`src/rtl/wdog_pkg.sv`:
```
package wdog_pkg;
   // Byte offsets of the software-visible registers.
   localparam int unsigned OFS_PET   = 32'h38;
   localparam int unsigned OFS_EN    = 32'h40;
   localparam int unsigned OFS_BARK  = 32'h4C;
   localparam int unsigned OFS_BITE  = 32'h5C;

   // Comparator stages: index 0 raises the interrupt, index 1 the reset.
   localparam int unsigned NUM_STAGES = 2;
   localparam int unsigned STG_BARK   = 0;
   localparam int unsigned STG_BITE   = 1;

   // Decoded write strobes for one bus cycle.
   typedef struct packed {
      logic pet;     // restart request (bit 0 set)
      logic en_wr;   // any write to the enable register
      logic en_val;  // value written to the enable bit
   } wdog_ctl_t;
endpackage

```
`src/rtl/wdog_regs.sv`:
```
module wdog_regs
   import wdog_pkg::*;
#(
   parameter int unsigned CW = 32,
   parameter int unsigned AW = 8
) (
   input  logic          clk,
   input  logic          rst_n,
   input  logic          bus_wr,
   input  logic [AW-1:0] bus_addr,
   input  logic [31:0]   bus_wdata,
   input  logic [CW-1:0] cnt,
   output logic          en,
   output logic [CW-1:0] bark_thr,
   output logic [CW-1:0] bite_thr,
   output wdog_ctl_t     ctl,
   output logic [31:0]   bus_rdata
);
   logic hit_pet, hit_en, hit_bark, hit_bite;

   assign hit_pet  = (bus_addr == AW'(OFS_PET));
   assign hit_en   = (bus_addr == AW'(OFS_EN));
   assign hit_bark = (bus_addr == AW'(OFS_BARK));
   assign hit_bite = (bus_addr == AW'(OFS_BITE));

   assign ctl.pet    = bus_wr & hit_pet & bus_wdata[0];
   assign ctl.en_wr  = bus_wr & hit_en;
   assign ctl.en_val = bus_wdata[0];

   always_ff @(posedge clk or negedge rst_n) begin
      if (!rst_n) begin
         en       <= 1'b0;
         bark_thr <= '0;
         bite_thr <= '0;
      end else begin
         if (ctl.en_wr)
            en <= bus_wdata[0];
         if (bus_wr && hit_bark)
            bark_thr <= bus_wdata[CW-1:0];
         if (bus_wr && hit_bite)
            bite_thr <= bus_wdata[CW-1:0];
      end
   end

   always_comb begin
      bus_rdata = '0;
      if (hit_pet)
         bus_rdata[CW-1:0] = cnt;
      else if (hit_en)
         bus_rdata[0] = en;
      else if (hit_bark)
         bus_rdata[CW-1:0] = bark_thr;
      else if (hit_bite)
         bus_rdata[CW-1:0] = bite_thr;
   end
endmodule

```
`src/rtl/wdog_counter.sv`:
```
module wdog_counter #(
   parameter int unsigned CW       = 32,
   parameter bit          SATURATE = 1'b1
) (
   input  logic          clk,
   input  logic          rst_n,
   input  logic          tick,
   input  logic          en,
   input  logic          pet,
   input  logic          en_wr,
   output logic [CW-1:0] cnt,
   output logic [CW-1:0] cnt_nxt,
   output logic          step
);
   localparam logic [CW-1:0] CNT_MAX = '1;

   // Any write to pet or enable takes priority over a tick in the same cycle.
   assign step = en & tick & ~pet & ~en_wr;

   generate
      if (SATURATE) begin : g_sat
         assign cnt_nxt = (cnt == CNT_MAX) ? cnt : cnt + 1'b1;
      end else begin : g_wrap
         assign cnt_nxt = cnt + 1'b1;
      end
   endgenerate

   always_ff @(posedge clk or negedge rst_n) begin
      if (!rst_n)
         cnt <= '0;
      else if (pet)
         cnt <= '0;
      else if (step)
         cnt <= cnt_nxt;
   end
endmodule

```
`src/rtl/wdog_stage.sv`:
```
module wdog_stage #(
   parameter int unsigned CW = 32
) (
   input  logic          clk,
   input  logic          rst_n,
   input  logic          step,
   input  logic [CW-1:0] cnt_nxt,
   input  logic [CW-1:0] thr,
   input  logic          clr,
   output logic          flag
);
   always_ff @(posedge clk or negedge rst_n) begin
      if (!rst_n)
         flag <= 1'b0;
      else if (clr)
         flag <= 1'b0;
      else if (step && (cnt_nxt >= thr))
         flag <= 1'b1;
   end
endmodule

```
`src/rtl/wdog_bark_bite.sv`:
```
module wdog_bark_bite
   import wdog_pkg::*;
#(
   parameter int unsigned CW       = 32,
   parameter int unsigned AW       = 8,
   parameter bit          SATURATE = 1'b1
) (
   input  logic          clk,
   input  logic          rst_n,
   input  logic          tick,
   input  logic          bus_wr,
   input  logic [AW-1:0] bus_addr,
   input  logic [31:0]   bus_wdata,
   output logic [31:0]   bus_rdata,
   input  logic          route_bite,
   output logic          bark_irq,
   output logic          bite_rst_req
);
   generate
      if (CW < 2 || CW > 32) begin : g_bad_cw
         $error("wdog_bark_bite: CW must lie in 2..32");
      end
      if (AW < 7 || AW > 32) begin : g_bad_aw
         $error("wdog_bark_bite: AW must lie in 7..32");
      end
   endgenerate

   logic                en;
   logic [CW-1:0]       cnt;
   logic [CW-1:0]       cnt_nxt;
   logic                step;
   logic                clr;
   wdog_ctl_t           ctl;
   logic [CW-1:0]       thr_a [NUM_STAGES];
   logic [NUM_STAGES-1:0] flag;

   wdog_regs #(.CW(CW), .AW(AW)) u_regs (
      .clk       (clk),
      .rst_n     (rst_n),
      .bus_wr    (bus_wr),
      .bus_addr  (bus_addr),
      .bus_wdata (bus_wdata),
      .cnt       (cnt),
      .en        (en),
      .bark_thr  (thr_a[STG_BARK]),
      .bite_thr  (thr_a[STG_BITE]),
      .ctl       (ctl),
      .bus_rdata (bus_rdata)
   );

   wdog_counter #(.CW(CW), .SATURATE(SATURATE)) u_cnt (
      .clk     (clk),
      .rst_n   (rst_n),
      .tick    (tick),
      .en      (en),
      .pet     (ctl.pet),
      .en_wr   (ctl.en_wr),
      .cnt     (cnt),
      .cnt_nxt (cnt_nxt),
      .step    (step)
   );

   // Flags drop on a pet or on a write that turns the count off.
   assign clr = ctl.pet | (ctl.en_wr & ~ctl.en_val);

   for (genvar s = 0; s < NUM_STAGES; s++) begin : g_stage
      wdog_stage #(.CW(CW)) u_stage (
         .clk     (clk),
         .rst_n   (rst_n),
         .step    (step),
         .cnt_nxt (cnt_nxt),
         .thr     (thr_a[s]),
         .clr     (clr),
         .flag    (flag[s])
      );
   end

   assign bark_irq     = flag[STG_BARK];
   assign bite_rst_req = flag[STG_BITE] & route_bite;
endmodule

```
`config.mk`:
```
export PLATFORM = sky130hd
export DESIGN_NAME = wdog_bark_bite
export DESIGN_NICKNAME = d
export VERILOG_FILES = /design/src/rtl/wdog_pkg.sv /design/src/rtl/wdog_regs.sv /design/src/rtl/wdog_counter.sv /design/src/rtl/wdog_stage.sv /design/src/rtl/wdog_bark_bite.sv
export SDC_FILE = /design/constraint.sdc
export NUM_CORES = 1
export LEC_CHECK = 0
export ABC_AREA = 0
export ABC_CLOCK_PERIOD_IN_PS = 3700
export BUFFER_PORTS_ARGS = -buffer_cell sky130_fd_sc_hd__buf_4
export CAP_MARGIN = 25
export CORE_MARGIN = 5
export CORE_UTILIZATION = 30
export CTS_BUF_LIST = sky130_fd_sc_hd__clkbuf_4
export DETAILED_ROUTE_END_ITERATION = 8
export GPL_ROUTABILITY_DRIVEN = 0
export PLACE_DENSITY = 0.55
export REMOVE_ABC_BUFFERS = 1
export SKIP_LAST_GASP = 1
export SYNTH_ARGS = -nofsm -noshare
export SYNTH_HDL_FRONTEND = slang
export SYNTH_HIERARCHICAL = 1
export SYNTH_SLANG_ARGS = --single-unit
export TNS_END_PERCENT = 5
```
`constraint.sdc`:
```
create_clock -name clk -period 3.7 [get_ports clk]
set_clock_uncertainty 0.2 [all_clocks]
set_input_delay 0.185 -clock clk [delete_from_list [all_inputs] [get_ports clk]]
set_output_delay 0.185 -clock clk [all_outputs]
set_load 0.005 [all_outputs]
```
# After elaboration in Yosys (flattened, before gate mapping)
# Index checks and enable logic that the tools add are counted.
# classes
add_sub_neg	1
eq_ne	5
n_reduce_logical	7
mux	12
n_bitwise	12
n_lt_le_gt_ge	2
# op_table
cell	n
$mux 32	6
$ge 32x32->1	2
$add 32x1->32 const B	1
$eq 32x32->1 const B	1
$mux 31	1
$eq 8x7->1 const B	3
$and 1x1->1	8
$eq 8x6->1 const B	1
$reduce_bool 2->1	3
$mux 1	5
$logic_and 1x1->1	4
$not 1->1	3
$or 1x1->1	1
# word_totals
inputBits	45
ff_bits	99
word_cells	45

# Logic depth before layout (Yosys ltp)
# Gate-level depths: netlist of run 1.
# logic_depth
ltp_word	9
ltp_mapped	15

# Hierarchy
# The synthesis of run 1 kept the hierarchy.
# modules_own_cells
mod	instances	seq_area_each_um2	area_per_inst_um2	cells_per_inst
wdog_regs	1	1626.6	3543.4	265
wdog_counter	1	800.8	2452.4	294
wdog_stage	2	25.0	842.1	114
wdog_bark_bite	1	0.0	17.5	3

# Worst setup path before layout of run 1
# Ideal clock, no wire load.
# synth_path
path_type	register to register
startpoint	reg u_cnt.cnt[0]
endpoint	reg g_stage[0].u_stage.flag
t_arrival_ns	3.629
slack_ns	-0.203
path_stages_with_launch	15
path_buffers	2
t_required_ns	3.426
path_cell_list	dfrtp_1 ha_1 and4_1 clkbuf_1 nand2_1 nor4_1 buf_4 nor3_1 xor2_1 ha_1 and4_1 or4b_4 or3_1 o32a_1 o21ai_2
# synth_via
elab_chain_len	5
# synth_lines
element	line_no	rtl
from (decl)	wdog_counter.sv:11	output logic [CW-1:0] cnt,
from (signal assigned)	wdog_counter.sv:34	cnt <= cnt_nxt;
$add 32x1->32 / $eq 32x32->1 (equally long branches)	wdog_counter.sv:22	assign cnt_nxt = (cnt == CNT_MAX) ? cnt : cnt + 1'b1;
$mux 32 *	wdog_counter.sv:22	
named net cnt_nxt[25]	wdog_bark_bite.sv:30	logic [CW-1:0] cnt_nxt;
$ge 32x32->1 *	wdog_stage.sv:17	else if (step && (cnt_nxt >= thr))
$logic_and 1x1->1 *	wdog_stage.sv:17	
$reduce_bool 2->1 (no line) *	--	
to (signal assigned)	wdog_stage.sv:14	flag <= 1'b0;
to (signal assigned)	wdog_stage.sv:16	flag <= 1'b0;
to (signal assigned)	wdog_stage.sv:18	flag <= 1'b1;
to (decl)	wdog_stage.sv:10	output logic flag
# Mark *: on every way through the listed nets, which the timed path passes. The rest lies on a longest branch.
# A chain may end at the register's enable or synchronous reset.

# Worst setup path after layout of run 1
# Same ends and word-level chain as after synthesis.

==> impl_metrics.yaml, run 1 <==
synth:
  synthTopCellsByArea: "dfrtp_1 32%, mux2_4 12%, ha_1 11%"
  synth_seq_cells: 99
  synth-edff-count: 0
  synth.top_cell.area_share_pct: 32.18
  syn_area_um2: 7697
  seq_area_frac_synth_pct: 32.18
  synth_common_cells: "99 x dfrtp_1, 99 x inv_1, 65 x ha_1, 60 x mux2_4, 49 x a21oi_1"
  ys_types: 68
  yosys.area.top_type: "dfrtp_1"
  synthFlopType: "dfrtp_1"
  synth_area_per_cell_um2: 9.744
  async_flop_share_pct: 100.0
  yosysWarningCount: 6
  postSynthCellCount: 790
floorplanning:
  die_h_um: 170.2
  die_area_um2: 28960
  start_util_pct: 30.48
  die_w_um: 170.2
  num_rows: 58
  ios: 79
  core_um2: 25250
route:
  postRouteAntennaNets: 0
  dr.pass1.iters: 5
  drc: 0
  postRouteWirelength_um: 21620
  vias: 6420
  viasPerCell: 5.035
  drt-initial-drc-count: 374
  wire_per_inst_um: 16.95
global_route:
  grt_start_max_net_pins: 47
  grt_pass1_wl_um: 35070
  grt_usage_pct: 14.98
  gr-total-overflow: 0
  grt_pass1_vias: 6734
  antenna_found_initial: 1
clock_tree:
  insertion_delay_ns: 0.49
  path_clk_slew_ns: 0.17
  htree_levels: 3
  cts_tree: "built"
  numCtsBuffers: 9
  clock_tree.root_cell: "clkbuf_4"
  cts.path.max_buffers: 2
  clkSinkCount: 99
placement:
  portBuffers: 78
  detailed_place_hpwl_um: 15750
power:
  power.share.sequential_pct: 51.2
  power.density_nw_per_um2: 238.1
  vdd_drop_max_mv: 0.1017
  switching_share_pct: 29.13
  p_sw_uw: 661.3
  combPwrFrac_pct: 21.8
  p_leak_uw: 0.004467
  p_total_uw: 2270
  clkPwrFrac_pct: 27.0
  intPower_uw: 1609
run:
  maxCapViolCount: 0
finish:
  syn2layout_area_growth_pct: 23.88
  final_nets: 1048
  drive_above_1_share_pct: 29.27
  utilization_pct: 37.76
timing:
  hold_viol: 0
  maxSlewHeadroom_pct: 34.92
  worstMarginPinSlew_ns: 0.9640
  slew_viol_final: 0
  fmax_ghz: 0.2751
  rsz0062_at_grt: "yes"
  tns_ns: 0
  period_minus_slack_ns: 3.636
  finalSetupViolations: 0
  fin_crit_sh_pct: 98.26
  holdWs_ns: 0.04742
setup_path:
  cp-end-kind: "register"
  start_kind: "register"
  worst_ep_arrival_time_ns: 3.88
  ff2ff_setup_slack_ns: 0.06
  criticalPathCategory: "register to register"
  cp.required_ns: 3.94
  reg2reg_depth: 12
  r2r_start: "u_cnt/cnt[0]$_DFFE_PN0P_"
  worstPathMaxFanout: 4
  r2r_end: "g_stage[0].u_stage/flag$_DFFE_PN0P_"
worst_hold_path:
  hold_class: "input port to asynchronous set/reset pin"
run_status:
  outcome: "completed"
logic make-up (layout without fill, tap and decap cells):
group,Yosys count,count (layout),synth area share [%]
other,0,2,0
AOI/OAI and AO/OA,146,146,13.48
buffers and inverters,145,298,8.875
DFF,99,99,32.18
adders and majority gates,65,65,10.57
and+or+nand+nor,234,234,18.16
muxes,73,73,13.56
xor gates and xnor gates,28,28,3.186
cells in the final DEF (no fill, tap or decap), types with 10 or more instances in the layout:
cell           synthesis  routed
a21oi_1               49      49
a221o_1               28      28
and4_1                11      10
buf_4                  7     145
clkbuf_4               0      10
dfrtp_1               99      97
dlygate4sd3_1          1      36
ha_1                  65      65
inv_1                 99      99
mux2_2                10      10
mux2_4                60      60
nand2_1               39      39
nand3_1               21      18
nand4_1               15      15
nor2_1                28      28
nor3_1                37      34
o21ai_0               17      17
o31ai_1               17      17
or3_1                 14      14
or4_1                 19      18
xor2_1                19      19
critical path, stage by stage, from the launching register on:
cell and delay (ns):
dfrtp_1 0.41, nand3_2 0.09, or4_4 0.52, or3_4 0.42
buf_4 0.16, nor3_1 0.16, xor2_1 0.13, ha_1 0.31
nand2_1 0.07, or4b_4 0.52, or3_1 0.38, o32a_1 0.19
o21ai_2 0.05
power groups by stage:
stage	logic [µW]	registers, µW	clock network, µW
floorplan	225	1170	0
global placement	416	1180	0
detailed placement	423	1180	0
CTS	454	1160	647
global route	541	1170	682
finish	495	1160	614
repair_timing:
action                                 4_1_cts  5_1_grt
gates resized for setup                      6       16
setup endpoints to repair                    2        2
setup buffers                                1        0
hold buffers                                36        0
endpoints found under the hold margin      113        0
pin swaps                                    6        5
cloned                                       0        1
final cells by class:
cell class	count	area (µm²)
fillers	2596	15720
multi-input cells	546	4653
flip-flops and latches	99	2480
repair buffers	183	1471
well taps	330	412.9
inverters	99	371.6
clock buffers	10	75.07
clock inverters	6	66.31
diodes	2	5.005
state kept, by name, indices dropped and copies added (netlist names):
register / cells
g_stage.u_stage/flag: 2
u_regs/bite_thr: 32
u_regs/en: 1
u_cnt/cnt: 32
u_regs/bark_thr: 32
per-stage QoR:
stage | instances | setup slack [ns] | area, µm²
final | 1275 | 0.06448 | 9535
after global routing | 1275 | -0.06736 | 9535
after global placement | 1219 | -0.07873 | 8902
after floorplan | 744 | -0.8158 | 7386
after detailed placement | 1219 | -0.1037 | 8902
after CTS | 1272 | 0.02232 | 9440
layer usage:
metal	GRT usage [%]	up-vias	share of wire, %	wire length [µm]
li1	-	3179	-	-
met1	20.44	3113	49	10540
met2	25.09	114	47	10130
met3	2.741	14	3.5	756
met4	2.743	0	0.89	192
met5	0	-	0	0
how the worst max path moves through the flow:
stage	from	to	depth (start not counted)	slack [ns]
floorplan	u_cnt/cnt[0]$_DFFE_PN0P_	g_stage[0].u_stage/flag$_DFFE_PN0P_	10	-0.82
global placement	u_cnt/cnt[8]$_DFFE_PN0P_	g_stage[1].u_stage/flag$_DFFE_PN0P_	11	-0.08
detailed placement	u_cnt/cnt[8]$_DFFE_PN0P_	g_stage[1].u_stage/flag$_DFFE_PN0P_	11	-0.10
CTS	u_cnt/cnt[8]$_DFFE_PN0P_	g_stage[0].u_stage/flag$_DFFE_PN0P_	13	0.02
global route	u_cnt/cnt[8]$_DFFE_PN0P_	g_stage[0].u_stage/flag$_DFFE_PN0P_	13	-0.07
finish	u_cnt/cnt[0]$_DFFE_PN0P_	g_stage[0].u_stage/flag$_DFFE_PN0P_	12	0.06
Power figures use the tool's default switching activity.
==> inputs of run 2 (changes only) <==
--- a/config.mk
+++ b/config.mk
@@ -14,7 +14,7 @@
 export CTS_BUF_LIST = sky130_fd_sc_hd__clkbuf_4
 export DETAILED_ROUTE_END_ITERATION = 8
 export GPL_ROUTABILITY_DRIVEN = 0
-export PLACE_DENSITY = 0.55
+export PLACE_DENSITY = 0.56
 export REMOVE_ABC_BUFFERS = 1
 export SKIP_LAST_GASP = 1
 export SYNTH_ARGS = -nofsm -noshare
==> run 2 against run 1 <==
Fmax increased by 0.11%; sequential share of layout area decreased by 0.094 points; worst setup slack improved by 0.0040 ns; die area unchanged; global-route usage about the same; sequential power about the same; combinational power decreased by 6.7%; largest cell class unchanged; highest routed layer unchanged.
==> impl_metrics.yaml, run 2 (same netlist as run 1, synthesis figures left out) <==
run_status:
  outcome: "completed"
placement:
  postPlaceCellArea_um2: 8902
  portBuffers: 78
  place_ws_ns: -0.1139
  detailed_place_hpwl_um: 15980
timing:
  holdWs_ns: 0.003648
  period_minus_slack_ns: 3.631
  slew_viol_final: 0
  setup_ws_ns: 0.06851
  finalSetupViolations: 0
  hold_viol: 0
  maxSlewHeadroom_pct: 36.01
  fmax_ghz: 0.2754
  rsz0062_at_grt: "yes"
  worstMarginPinSlew_ns: 0.9478
  fin_crit_sh_pct: 98.15
finish:
  multi_input_area_um2: 4653
  final_common_cell: "buf_4"
  syn2layout_area_growth_pct: 24.20
  layout_common_cells: "148 x buf_4, 99 x inv_1, 99 x dfrtp_1"
  drive_above_1_share_pct: 29.52
  post-route-cell-area_um2: 9560
  fillers: 2597
  final_nets: 1050
  regArea_um2: 2477
  top_regs: "u_cnt/cnt x32, u_regs/bark_thr x32, u_regs/bite_thr x32"
floorplanning:
  die_area_um2: 28960
  num_rows: 58
  die_h_um: 170.2
  die_w_um: 170.2
  start_util_pct: 30.48
  ios: 79
  core_um2: 25250
power:
  vdd_drop_max_mv: 0.1288
  p_leak_uw: 0.004472
  power.density_nw_per_um2: 240.1
clock_tree:
  clkSinkCount: 99
  cts.path.max_buffers: 2
  cts_tree: "built"
  clock_tree.root_cell: "clkbuf_4"
  insertion_delay_ns: 0.50
  path_clk_slew_ns: 0.16
  htree_levels: 3
  numCtsBuffers: 9
global_route:
  grt_pass1_wl_um: 34930
  antenna_found_initial: 1
  grt_usage_pct: 14.96
  gr-total-overflow: 0
  grt_pass1_vias: 6678
  grt_start_max_net_pins: 43
route:
  postRouteAntennaNets: 0
  drc: 0
  drt-initial-drc-count: 349
  postRouteWirelength_um: 21390
  wire_per_inst_um: 16.77
  vias: 6445
  dr.pass1.iters: 4
  viasPerCell: 5.051
setup_path:
  r2r_start: "u_cnt/cnt[8]$_DFFE_PN0P_"
  criticalPathCategory: "register to register"
  ff2ff_setup_slack_ns: 0.07
  worstPathMaxFanout: 4
  crit_slowest_cell: "or4_4"
  cp.required_ns: 3.93
  reg2reg_depth: 11
  cp-end-kind: "register"
  cpMostUsedCell: "or4_4"
  cpPeakStageDelay_ns: 0.54
  r2r_end: "g_stage[0].u_stage/flag$_DFFE_PN0P_"
  start_kind: "register"
  worst_ep_arrival_time_ns: 3.86
  worstPathCellList: "nand4_2 > or4_4 > or4_4 > nor3_2 > xor2_1 > ha_1 > and4_1 > or4b_4 > or3_1 > o32a_1 > o21ai_2"
run:
  maxCapViolCount: 0
worst_hold_path:
  hold_class: "input port to asynchronous set/reset pin"
==> run 2: changes by cell type in the layout (fill, tap and decap cells not counted), moves of 2 or more <==
cell,change
and4_1,-2
buf_4,+3
dfrtp_1,+2
dfrtp_2,-2
nor3_1,-2
nor3_4,+2
==> run 2: power breakdown <==
group	leakage, µW	internal, µW	switching (µW)	total [µW]
sequential	0.00137	1120	38.0	1160
clock	0.0000796	271	400	671
combinational	0.00302	254	208	462
==> run 2: what timing repair did <==
action	4_1_cts	5_1_grt
gates resized for setup	8	16
hold buffers	36	0
pin swaps	2	8
buffers inserted	2	2
endpoints found under the setup margin	2	2
endpoints found under the hold margin	137	0
==> run 2: critical path: cells and delay by family (launching register included) <==
family,cells,cell delay [ns]
compound gates,2,0.25
xor+xnor,1,0.11
fa+ha+maj,1,0.30
flops,1,0.39
simple gates,7,2.35
==> run 2: stage by stage <==
stage / setup TNS (ns) / total power, µW / utilization, % / instances
final: 0 / 2295 / 37.86 / 1276
after global routing: -0.1024 / 2428 / 37.86 / 1276
after global placement: -0.1664 / 1596 / 35.25 / 1219
after CTS: 0 / 2316 / 37.52 / 1273
after floorplan: -1.632 / 1400 / - / 744
after detailed placement: -0.2055 / 1601 / 35.25 / 1219
==> run 2: worst max-delay path by stage <==
stage                             startpoint                             endpoint  slack (ns)
floorplan           u_cnt/cnt[0]$_DFFE_PN0P_  g_stage[0].u_stage/flag$_DFFE_PN0P_       -0.82
global placement    u_cnt/cnt[8]$_DFFE_PN0P_  g_stage[1].u_stage/flag$_DFFE_PN0P_       -0.09
detailed placement  u_cnt/cnt[8]$_DFFE_PN0P_  g_stage[0].u_stage/flag$_DFFE_PN0P_       -0.11
CTS                 u_cnt/cnt[0]$_DFFE_PN0P_  g_stage[1].u_stage/flag$_DFFE_PN0P_        0.02
global route        u_cnt/cnt[6]$_DFFE_PN0P_  g_stage[1].u_stage/flag$_DFFE_PN0P_       -0.06
finish              u_cnt/cnt[8]$_DFFE_PN0P_  g_stage[0].u_stage/flag$_DFFE_PN0P_        0.07
==> run 2: final cells by class <==
type / count / share of cell area (%)
antenna: 1 / 0.02617
clock buffer: 9 / 0.7067
clock inverter: 7 / 0.9685
inverter: 99 / 3.887
multi-input combinational: 546 / 48.67
sequential: 99 / 25.91
tap: 330 / 4.319
timing repair buffer: 185 / 15.51
==> run 2: routing by layer <==
| metal | part of all wire, % | vias up | global-route usage (%) | routed length, µm |
|---|---|---|---|---|
| li1 | - | 3190 | - | - |
| met1 | 46 | 3129 | 20.28 | 9929 |
| met2 | 48 | 107 | 25.24 | 10260 |
| met3 | 4.4 | 19 | 2.369 | 944 |
| met4 | 1.2 | 0 | 3.333 | 255 |
| met5 | 0 | - | 0 | 0 |
